## src/rtl/tsn_pkg.sv

```systemverilog
package tsn_pkg;
  localparam int unsigned TSN_SLOTS = 28;
  localparam int unsigned TSN_ID_W  = 8;

  typedef logic [TSN_ID_W-1:0] tsn_id_t;

  // fixed identifier of slot i: pairs 04/05 step 08, then pairs 88/89 step 10
  function automatic tsn_id_t tsn_slot_id(int unsigned i);
    int unsigned pair;
    int unsigned val;
    pair = i / 2;
    if (pair < 7) val = 32'h04 + 8 * pair + (i % 2);
    else          val = 32'h88 + 16 * (pair - 7) + (i % 2);
    return tsn_id_t'(val);
  endfunction
endpackage

```

## src/rtl/tsn_match.sv

```systemverilog
module tsn_match #(
  parameter int unsigned N = 28,
  parameter int unsigned W = 8
) (
  input  logic [N-1:0][W-1:0] ids_i,
  input  logic [W-1:0]        key_i,
  output logic [N-1:0]        hit_vec_o,
  output logic                hit_o
);
  logic [N-1:0] eq;

  for (genvar g = 0; g < N; g++) begin : g_cmp
    assign eq[g] = (ids_i[g] == key_i);
  end

  // keep only the first match
  always_comb begin
    logic found;
    found     = 1'b0;
    hit_vec_o = '0;
    for (int k = 0; k < N; k++) begin
      if (eq[k] && !found) begin
        hit_vec_o[k] = 1'b1;
        found        = 1'b1;
      end
    end
  end

  assign hit_o = |eq;
endmodule

```

## src/rtl/tsn_pick.sv

```systemverilog
module tsn_pick #(
  parameter int unsigned N = 28
) (
  input  logic [N-1:0] req_i,
  output logic [N-1:0] grant_o,
  output logic         any_o
);
  always_comb begin
    logic found;
    found   = 1'b0;
    grant_o = '0;
    for (int k = 0; k < N; k++) begin
      if (req_i[k] && !found) begin
        grant_o[k] = 1'b1;
        found      = 1'b1;
      end
    end
  end

  assign any_o = |req_i;
endmodule

```

## src/rtl/tsn_pool.sv

```systemverilog
module tsn_pool
  import tsn_pkg::*;
#(
  parameter int unsigned NUM_SLOTS = TSN_SLOTS,
  parameter int unsigned ID_W      = TSN_ID_W
) (
  input  logic            clk_i,
  input  logic            rst_ni,
  input  logic            alloc_valid_i,
  output logic            alloc_ready_o,
  output logic            rsp_valid_o,
  output logic            rsp_ok_o,
  output logic [ID_W-1:0] rsp_id_o,
  input  logic            rel_valid_i,
  input  logic [ID_W-1:0] rel_id_i,
  output logic            rel_err_o
);
  localparam int unsigned N = NUM_SLOTS;

  logic [N-1:0][ID_W-1:0] slot_ids;
  logic [N-1:0]           used_q, used_d;
  logic [N-1:0]           rel_hit_vec, rel_clr, free_eff, grant;
  logic                   rel_hit, any_free, alloc_fire, grant_ok;
  logic [ID_W-1:0]        grant_id;

  for (genvar g = 0; g < N; g++) begin : g_ids
    assign slot_ids[g] = ID_W'(tsn_slot_id(g));
  end

  tsn_match #(.N(N), .W(ID_W)) u_match (
    .ids_i     (slot_ids),
    .key_i     (rel_id_i),
    .hit_vec_o (rel_hit_vec),
    .hit_o     (rel_hit)
  );

  assign rel_clr  = rel_valid_i ? rel_hit_vec : '0;
  // release is applied before the allocation scan
  assign free_eff = ~used_q | rel_clr;

  tsn_pick #(.N(N)) u_pick (
    .req_i   (free_eff),
    .grant_o (grant),
    .any_o   (any_free)
  );

  assign alloc_ready_o = 1'b1;
  assign alloc_fire    = alloc_valid_i & alloc_ready_o;
  assign grant_ok      = alloc_fire & any_free;

  always_comb begin
    grant_id = '0;
    for (int k = 0; k < N; k++) begin
      if (grant[k]) grant_id = grant_id | slot_ids[k];
    end
  end

  always_comb begin
    used_d = used_q & ~rel_clr;
    if (grant_ok) used_d = used_d | grant;
  end

  always_ff @(posedge clk_i or negedge rst_ni) begin
    if (!rst_ni) begin
      used_q      <= '0;
      rsp_valid_o <= 1'b0;
      rsp_ok_o    <= 1'b0;
      rsp_id_o    <= '0;
      rel_err_o   <= 1'b0;
    end else begin
      used_q      <= used_d;
      rsp_valid_o <= alloc_fire;
      rsp_ok_o    <= grant_ok;
      rsp_id_o    <= grant_ok ? grant_id : '0;
      rel_err_o   <= rel_valid_i & ~rel_hit;
    end
  end

  // granted slot is used on the next cycle
  a_r2_grant_marks_used: assert property (@(posedge clk_i) disable iff (!rst_ni)
    grant_ok |=> ((used_q & $past(grant)) == $past(grant)));

  // grant lies within the free set and is at most one slot
  a_r2_grant_onehot: assert property (@(posedge clk_i) disable iff (!rst_ni)
    $onehot0(grant) && ((grant & ~free_eff) == '0));

  // busy only when the pool was full, and state is frozen
  a_r3_busy_when_full: assert property (@(posedge clk_i) disable iff (!rst_ni)
    (rsp_valid_o && !rsp_ok_o) |-> ($past(&used_q) && $stable(used_q) && rsp_id_o == '0));

  // error pulse traces back to a release that matched nothing
  a_r5_err_source: assert property (@(posedge clk_i) disable iff (!rst_ni)
    rel_err_o |-> ($past(rel_valid_i) && $stable(used_q)));

  // a matching release leaves that slot free unless re-granted at once
  a_r4_release_frees: assert property (@(posedge clk_i) disable iff (!rst_ni)
    (rel_valid_i && rel_hit && !alloc_valid_i) |=> ((used_q & $past(rel_clr)) == '0));

  // response strobe follows the request by one cycle
  a_r8_rsp_strobe: assert property (@(posedge clk_i) disable iff (!rst_ni)
    alloc_valid_i |=> rsp_valid_o);
  a_r8_rsp_quiet: assert property (@(posedge clk_i) disable iff (!rst_ni)
    !alloc_valid_i |=> !rsp_valid_o);
endmodule

```

## config.mk

```make
export PLATFORM = sky130hd
export DESIGN_NAME = tsn_pool
export DESIGN_NICKNAME = d
export VERILOG_FILES = /design/src/rtl/tsn_pkg.sv /design/src/rtl/tsn_match.sv /design/src/rtl/tsn_pick.sv /design/src/rtl/tsn_pool.sv
export SDC_FILE = /design/constraint.sdc
export NUM_CORES = 1
export LEC_CHECK = 0
export CAP_MARGIN = 30
export CORE_MARGIN = 8
export CORE_UTILIZATION = 55
export DETAILED_ROUTE_END_ITERATION = 8
export DONT_BUFFER_PORTS = 1
export PLACE_DENSITY = 0.8
export SYNTH_ARGS = -nofsm -noshare
export SYNTH_HDL_FRONTEND = slang
export SYNTH_SLANG_ARGS = --single-unit
```

## constraint.sdc

```tcl
create_clock -name clk_i -period 3.21 [get_ports clk_i]
set_input_delay 0.8025 -clock clk_i [delete_from_list [all_inputs] [get_ports clk_i]]
set_output_delay 0.8025 -clock clk_i [all_outputs]
set_load 0.01 [all_outputs]
```

==> run_results.csv, run 1 <==
group,metric,value,unit
route,post_drt_via_cell_ratio,7.03,
logic_synthesis,synth-main-ff-cell,"dfrtp_1",
clock_network,numCtsBuffers,5,
grt,via_count_of_the_first_global_routing_pass,1835,
layout,syn2layout_area_growth,6.44,%
clock_network,cts_num_sinks,38,
grt,grt_usage,18.7,%
logic_synthesis,synthesis.nets,253,
sta,slew-limit-headroom,52.1,%
placed_design,placed_cells,283,
clock_network,worst_setup_hold_path_clk_slew,0.07,ns
sta,finalHoldViolations,0,
critical_path,crit_path_end,"used_q[8]",
logic_synthesis,yosysSeqAreaShare,41.9,%
sta,tightestPinTransition,0.711,ns
logic_synthesis,library_cell_with_the_largest_summed_area_after_synthesis,"dfrtp_1",
critical_path,worst_ep_arrival_time,2.91,ns
grt,grt_antenna_before_repair,0,
outcome,run_status,"complete, no violations",
clock_network,post_cts_buffers,0,
logic_synthesis,yosysTopAreaCellShare,41.9,%
placed_design,globalplace.congestion,0.927,
critical_path,r2r-end,"used_q[8]",
logic_synthesis,edff_count_synth,0,
route,vias,2046,
placed_design,place_hpwl,4.23,mm
route,avgRoutedWirePerCell,19.8,um
route,drt_first_iter_violations,238,
layout,fin_util,60.5,%
die,die_w,80.3,um
logic_synthesis,number_of_warning_messages_in_the_yosys_log,0,
logic_synthesis,synth_async_sr_flop_share,100,%
sta,achievable-frequency,367,MHz
logic_synthesis,yosysMostFrequentCell,"dfrtp_1",
die,rows,23,
clock_network,clkLatencyLatePin,0.30,ns
placed_design,port-buffer-count,0,
route,drt_first_pass_iters,4,
grt,grt_start_max_net_pins,39,
layout,fillCellCount,340,
critical_path,cp-start-kind,"primary input",
die,core-area,4000,sq um
clock_network,post_cts_sizing,0,
logic_synthesis,synth_common_cells,"dfrtp_1, o31ai_1, nand2_1",
die,fp.dieH,80.3,um
route,wirelength,5.77,mm
power,leakage,0.000932,uW
grt,grt_first_pass_wirelength,9.40,mm
critical_path,reg2reg_from,"used_q[6]",
flow_run,max-cap-violations,0,
clock_network,clockBufferDepth,2,
layout,diodes,0,
logic_synthesis,avgSynthCellArea,9.43,sq um
power,pwr_density_cell,465,nW/um^2
clock_network,hold_buffers,0,
logic_synthesis,gate_count_post_synth,241,
critical_path,r2r_cells,8,
route,drc,0,
route,remaining_antenna_violation_count_after_routing,0,
layout,layout-drive-gt1-share,15.4,%
logic_synthesis,flip_flop_and_latch_count_after_synthesis,38,
die,die-area,6440,sq um
critical_path,r2r_setup_slack,0.54,ns
power,finalPower,1120,uW
sta,number_of_pins_exceeding_their_max_slew_limit_in_the_final_report,0,
power,ir_worst_vdd,0.000263,V
sta,rsz0062_at_grt,"false",
sta,setup_viol_count_final,0,
critical_path,worstPathMaxFanout,21,
sta,finalClockSkew,0.00385,ns
logic_synthesis,netlist_top_cells_area,"dfrtp_1, o31ai_1, nand2_1, o21ai_0, nor2_1",
critical_path,setup.worst_path.start,"rel_id_i[4]",
clock_network,cts_root_buffer,"clkbuf_8",
layout,design.final.nets,252,
logic_synthesis,netlist_cell_types,64,
critical_path,worst_ep_required_time,3.40,ns
die,floorplan.io_pins,24,
sta,fin_setup_tns,0,ns
sta,min_period,2.72,ns
clock_network,clock_tree_from_tritoncts,"yes",
critical_path,timing_worst_setup_path_type,"primary input to flip-flop",
critical_path,timing.critical_path.to_type,"flip-flop",
clock_network,htreeDepth,2,
layout,final_cell_count_no_fill,291,
sta,layout_worst_path_cycle_share,84.9,%
logic_synthesis,synthesis.area,2270,sq um
min_path,min_path_type,"primary input to asynchronous set/reset pin",
die,start_util,56.8,%
grt,grt-ovfl-total,0,
## flip-flops by register name (all words and copies together), names as in the netlist
name / count
rel_err_o: 1
rsp_ok_o: 1
used_q: 28
rsp_valid_o: 1
rsp_id_o: 7
## placed cells by master, fill, tap and decap left out, types with 2 or more instances in the layout
master	instances
o21bai_1	2
o21ai_0	13
o21ai_1	8
dfrtp_1	38
nand4bb_1	3
nor4_1	2
or4_4	2
clkbuf_8	5
o31ai_1	24
nor2_1	14
nor2b_1	2
nor3_1	3
and2_1	2
or4b_2	2
nand3_1	6
nor3b_1	2
nand4_1	4
a211oi_1	4
or2_2	5
inv_1	2
conb_1	2
o211ai_1	3
clkbuf_1	2
a21o_1	2
nand3b_1	2
nand2_1	21
o31a_1	5
a31oi_1	6
or3_1	5
a21oi_1	8
buf_4	9
mux2i_1	2
## critical path, stage by stage
cell and delay [ns]:
nand3b_1 0.18, buf_4 0.21, o211ai_2 0.17, nor4_1 0.64
nand2_1 0.24, o21ai_2 0.17, buf_4 0.27, inv_2 0.06
a21o_1 0.18
## worst min-delay path by stage
stage                     from     endpoint  cells after the start
floorplan           used_q[27]   used_q[27]                      2
global placement        rst_ni   used_q[19]                      0
detailed placement      rst_ni   used_q[18]                      0
CTS                     rst_ni   used_q[18]                      0
global route            rst_ni  rsp_id_o[4]                      0
finish                  rst_ni   used_q[18]                      0
## per-layer routing
layer	share of wire, %	global-route usage [%]	vias to the layer above	wire length (um)
met5	0	0	-	0
met4	1.4	6.00	0	82
met3	9.7	5.80	7	559
met2	44	25.7	108	2560
met1	44	27.0	1003	2570
li1	-	-	928	-
## cell families (layout without fill, tap and decap cells)
group	count (synthesis)	after routing	synth area share, %
buffers and inverters	20	20	4.46
AO/OA/AOI/OAI	89	89	27.6
other	2	2	0.331
AND/OR/NAND/NOR	90	90	24.8
flip-flops	38	38	41.9
multiplexers	2	2	0.881
## power breakdown
group	switching (uW)	total [uW]	internal [uW]
combinational	99.7	182	82.2
clock	172	405	233
sequential	25.5	538	513
## final cells by class
class	count	area, sq um	area share (%)
inverter	3	11.3	0.466
clock inverter	1	30.0	1.24
sequential	38	951	39.3
tap	50	62.6	2.59
timing repair buffer	9	67.6	2.79
clock buffer	7	76.3	3.16
multi-input combinational	183	1220	50.4
## stage by stage
| step | setup WS (ns) | instance area [sq um] | hold WS, ns |
|---|---|---|---|
| after floorplan | 0.432 | 2270 | 0.462 |
| after global placement | 0.327 | 2310 | 0.508 |
| after detailed placement | 0.232 | 2310 | 0.506 |
| after CTS | 0.525 | 2420 | 0.189 |
| after global routing | 0.366 | 2420 | 0.174 |
| final | 0.485 | 2420 | 0.193 |
No activity file was read; power rests on OpenSTA's default activity.
==> inputs of run 2 (changes only) <==
==> constraint.sdc (replaced) <==
create_clock -name clk_i -period 2.62 [get_ports clk_i]
set_input_delay 0.655 -clock clk_i [delete_from_list [all_inputs] [get_ports clk_i]]
set_output_delay 0.655 -clock clk_i [all_outputs]
set_load 0.01 [all_outputs]
==> run_results.csv, run 2 (synthesis gave the netlist of run 1 again) <==
group,metric,value,unit
outcome,run_status,"complete, no violations",
clock_network,htreeDepth,2,
route,post_drt_via_cell_ratio,6.74,
layout,registers.top_by_ff_count,"used_q",
die,floorplan.io_pins,24,
critical_path,r2r_setup_slack,0.11,ns
route,drc,0,
clock_network,hold_buffers,0,
route,wirelength,6.00,mm
critical_path,cp_slowest_cell,"nor4_1",
critical_path,worst_ep_required_time,2.83,ns
sta,achievable-frequency,398,MHz
grt,via_count_of_the_first_global_routing_pass,1925,
route,drt_first_pass_iters,5,
layout,design.final.nets,272,
route,remaining_antenna_violation_count_after_routing,0,
clock_network,cts_root_buffer,"clkbuf_8",
die,die-area,6440,sq um
power,ir_worst_vdd,0.000286,V
sta,whs,0.0442,ns
die,fp.dieH,80.3,um
critical_path,reg2reg_from,"used_q[0]",
power,pwr_density_cell,586,nW/um^2
critical_path,critical_path.cell_chain,"nand4_1 > a211o_1 > nor4_1 > nand2_1 > buf_4 > o31a_1 > a31oi_1",
grt,grt_usage,20.0,%
sta,min_period,2.51,ns
route,vias,2095,
sta,setup_viol_count_final,0,
layout,layout.cells.most_common_list,"dfrtp_1, buf_4, o31ai_1",
critical_path,timing_worst_setup_path_type,"flip-flop to flip-flop",
clock_network,post_cts_sizing,0,
route,drt_first_iter_violations,245,
layout,syn2layout_area_growth,15.4,%
critical_path,critical_path_buf_inv_count,1,
critical_path,worst_ep_arrival_time,2.73,ns
layout,layout-drive-gt1-share,23.0,%
critical_path,cp-start-kind,"flip-flop",
sta,tightestPinTransition,0.555,ns
critical_path,critical_path.top_delay_family,"simple AND/OR/NAND/NOR gates",
clock_network,post_cts_buffers,0,
layout,largest_register_ff_count,28,
clock_network,cts_num_sinks,38,
critical_path,timing.critical_path.to_type,"flip-flop",
sta,number_of_pins_exceeding_their_max_slew_limit_in_the_final_report,0,
sta,rsz0062_at_grt,"false",
clock_network,clock_tree_from_tritoncts,"yes",
placed_design,globalplace.congestion,0.971,
grt,grt_first_pass_wirelength,9.92,mm
placed_design,place_hpwl,4.44,mm
min_path,min_path_type,"primary input to asynchronous set/reset pin",
die,start_util,56.8,%
sta,slew-limit-headroom,62.7,%
grt,grt-ovfl-total,0,
critical_path,worstPathMaxFanout,4,
clock_network,numCtsBuffers,5,
grt,grt_start_max_net_pins,39,
clock_network,worst_setup_hold_path_clk_slew,0.07,ns
critical_path,max_stage_delay,0.54,ns
die,die_w,80.3,um
flow_run,max-cap-violations,0,
sta,fin_setup_tns,0,ns
power,leakage,0.00105,uW
clock_network,clkLatencyLatePin,0.30,ns
sta,finalHoldViolations,0,
sta,layout_worst_path_cycle_share,96.0,%
die,rows,23,
sta,finalClockSkew,0.00418,ns
layout,diodes,0,
placed_design,port-buffer-count,0,
layout,layout.cells.most_common,"dfrtp_1",
clock_network,clockBufferDepth,2,
critical_path,r2r-end,"rsp_id_o[4]",
layout,layout_top_registers,"used_q: 28 flops, rsp_id_o: 7 flops",
route,avgRoutedWirePerCell,19.3,um
die,core-area,4000,sq um
grt,grt_antenna_before_repair,0,
critical_path,r2r_cells,7,
run 2: per-stage QoR:
stage,area (sq um),worst slack [ns],total power [uW],std cells,util (%)
3_5_place_dp,2480,-0.0321,925,303,62.0
4_1_cts,2620,0.186,1540,311,65.5
3_3_place_gp,2480,0.0116,920,303,62.0
6_report,2620,0.105,1540,311,65.5
5_1_grt,2620,0.00368,1600,311,65.5
2_1_floorplan,2290,-0.00154,848,241,-
run 2: area by class of cell:
cell class	count	area, sq um
Timing Repair Buffer	29	218
Fill cell	317	1380
Multi-Input combinational cell	183	1240
Clock inverter	2	60.1
Tap cell	50	62.6
Sequential cell	38	951
Clock buffer	6	82.6
Inverter	3	11.3
run 2: per-layer routing:
metal	global-route usage [%]	routed length, um	vias to the layer above
met5	0	0	-
met4	7.09	102	0
met3	6.14	643	10
met2	28.9	2670	107
met1	27.3	2590	1010
li1	-	-	968
run 2: how the worst max path moves through the flow:
stage	from	endpoint	slack, ns	cells after the start
floorplan	rel_id_i[6]	used_q[17]	-0.002	9
global placement	rel_id_i[1]	rsp_id_o[0]	0.01	6
detailed placement	rel_id_i[4]	used_q[17]	-0.03	8
CTS	used_q[0]	rsp_id_o[4]	0.19	7
global route	used_q[1]	rsp_id_o[4]	0.004	7
finish	used_q[0]	rsp_id_o[4]	0.11	7
run 2: report_power, final:
group          leakage, uW  switching, uW  internal (uW)  total [uW]
combinational     0.000594            134            129         263
sequential        0.000387           28.9            628         657
clock            0.0000714            209            406         615
==> inputs of run 3 (changes only) <==
==> constraint.sdc (replaced) <==
create_clock -name clk_i -period 2.62 [get_ports clk_i]
set_input_delay 0.262 -clock clk_i [delete_from_list [all_inputs] [get_ports clk_i]]
set_output_delay 0.262 -clock clk_i [all_outputs]
set_load 0.01 [all_outputs]
==> run_results.csv, run 3 (synthesis gave the netlist of run 1 again) <==
group,metric,value,unit
power,leakage,0.000967,uW
sta,whs,0.0851,ns
route,remaining_antenna_violation_count_after_routing,0,
layout,layout.cells.most_common_list,"dfrtp_1, o31ai_1, nand2_1",
die,floorplan.io_pins,24,
power,pwr_density_cell,530,nW/um^2
layout,design.final.nets,259,
clock_network,cts_root_buffer,"clkbuf_8",
critical_path,timing.critical_path.to_type,"flip-flop",
grt,via_count_of_the_first_global_routing_pass,1883,
clock_network,clockBufferDepth,2,
layout,layout.cells.most_common,"dfrtp_1",
sta,number_of_pins_exceeding_their_max_slew_limit_in_the_final_report,0,
die,start_util,56.8,%
layout,registers.top_by_ff_count,"used_q",
sta,setup_viol_count_final,0,
min_path,min_path_type,"primary input to flip-flop",
placed_design,globalplace.congestion,0.975,
sta,min_period,2.36,ns
sta,finalHoldViolations,0,
grt,grt_start_max_net_pins,39,
sta,finalClockSkew,0.00569,ns
flow_run,max-cap-violations,0,
clock_network,clock_tree_from_tritoncts,"yes",
outcome,run_status,"complete, no violations",
clock_network,worst_setup_hold_path_clk_slew,0.07,ns
power,ir_worst_vdd,0.000268,V
die,die-area,6440,sq um
layout,layout-drive-gt1-share,17.7,%
die,core-area,4000,sq um
sta,achievable-frequency,424,MHz
die,die_w,80.3,um
route,vias,2032,
critical_path,worst_ep_arrival_time,2.54,ns
sta,layout_worst_path_cycle_share,90.0,%
sta,slew-limit-headroom,61.1,%
layout,ff_latch_area,951,sq um
sta,tightestPinTransition,0.578,ns
critical_path,worst_ep_required_time,2.80,ns
grt,grt-ovfl-total,0,
layout,syn2layout_area_growth,9.14,%
route,drc,0,
clock_network,htreeDepth,2,
route,avgRoutedWirePerCell,19.4,um
layout,diodes,0,
critical_path,worstPathMaxFanout,11,
sta,rsz0062_at_grt,"false",
die,rows,23,
clock_network,cts_num_sinks,38,
critical_path,cp-start-kind,"flip-flop",
layout,fillCellCount,317,
layout,multiInputGateArea,1230,sq um
route,wirelength,5.78,mm
critical_path,timing_worst_setup_path_type,"flip-flop to flip-flop",
clock_network,numCtsBuffers,5,
placed_design,dp_worst_setup_slack,0.0922,ns
placed_design,place_hpwl,4.31,mm
route,drt_first_iter_violations,228,
placed_design,port-buffer-count,0,
grt,grt_usage,18.9,%
sta,fin_setup_tns,0,ns
route,post_drt_via_cell_ratio,6.82,
grt,grt_first_pass_wirelength,9.63,mm
die,fp.dieH,80.3,um
clock_network,clkLatencyLatePin,0.29,ns
layout,layout_top_registers,"used_q: 28 flops, rsp_id_o: 7 flops",
route,drt_first_pass_iters,5,
sta,timing.final.ws_setup,0.261,ns
layout,largest_register_ff_count,28,
grt,grt_antenna_before_repair,0,
## run 3: cell count changes in the layout (fill, tap and decap cells not counted), sizes merged
cell / delta
buf: -15
bufinv: -2
dlygate4sd3: +2
clkbuf: +1
clkinv: +1
## run 3: per-layer routing
| layer | vias up | share of wire (%) | track usage (%) |
|---|---|---|---|
| met5 | - | 0 | 0 |
| met4 | 0 | 1.3 | 4.55 |
| met3 | 11 | 10 | 5.58 |
| met2 | 123 | 43 | 27.2 |
| met1 | 962 | 45 | 26.9 |
| li1 | 936 | - | - |
## run 3: metrics by stage
stage               instances  utilization, %  power [uW]  instance area, sq um
finish                    298            62.0        1310                  2480
global route              298            62.0        1380                  2480
CTS                       298            61.8        1320                  2470
detailed placement        287            58.6         892                  2340
global placement          287            58.6         886                  2340
floorplan                 241               -         846                  2270
## run 3: area by class of cell
cell class / instances / share of cell area (%)
clock buffers: 7 / 3.48
multi-input cells: 183 / 49.4
repair buffers: 16 / 5.55
well taps: 50 / 2.52
flip-flops and latches: 38 / 38.3
inverters: 3 / 0.454
clock inverters: 1 / 0.202
## run 3: report_power, final
group,internal (uW),switching [uW],leakage (uW)
logic,109,138,0.000532
registers,628,27.5,0.000387
clock network,212,200,0.0000482
## run 3: what timing repair did
item / CTS / global route
hold buffers: 3 / 0
setup endpoints to repair: 0 / 23
resized for setup: 0 / 1
setup buffers: 0 / 0
endpoints found under the hold margin: 39 / 0
## run 3: path summary, 6_finish.rpt
path / from / to / slack, ns / depth (start not counted)
max in group asynchronous: rst_ni / used_q[6] / 2.01 / 2
max: used_q[1] / used_q[4] / 0.26 / 8
min: rel_id_i[5] / rel_err_o / 0.09 / 1
min reg2reg: used_q[26] / used_q[26] / 0.51 / 2
max reg2reg: used_q[1] / used_q[4] / 0.26 / 8
min in group asynchronous: rst_ni / used_q[22] / 0.41 / 2
## run 3: worst max-delay path: stages (launching register included)
cell     delay [ns]
dfrtp_1        0.40
nand4_1        0.21
a211o_1        0.35
nor4_2         0.48
nand2_1        0.20
o21ai_2        0.17
buf_4          0.20
inv_2          0.06
a21o_1         0.17
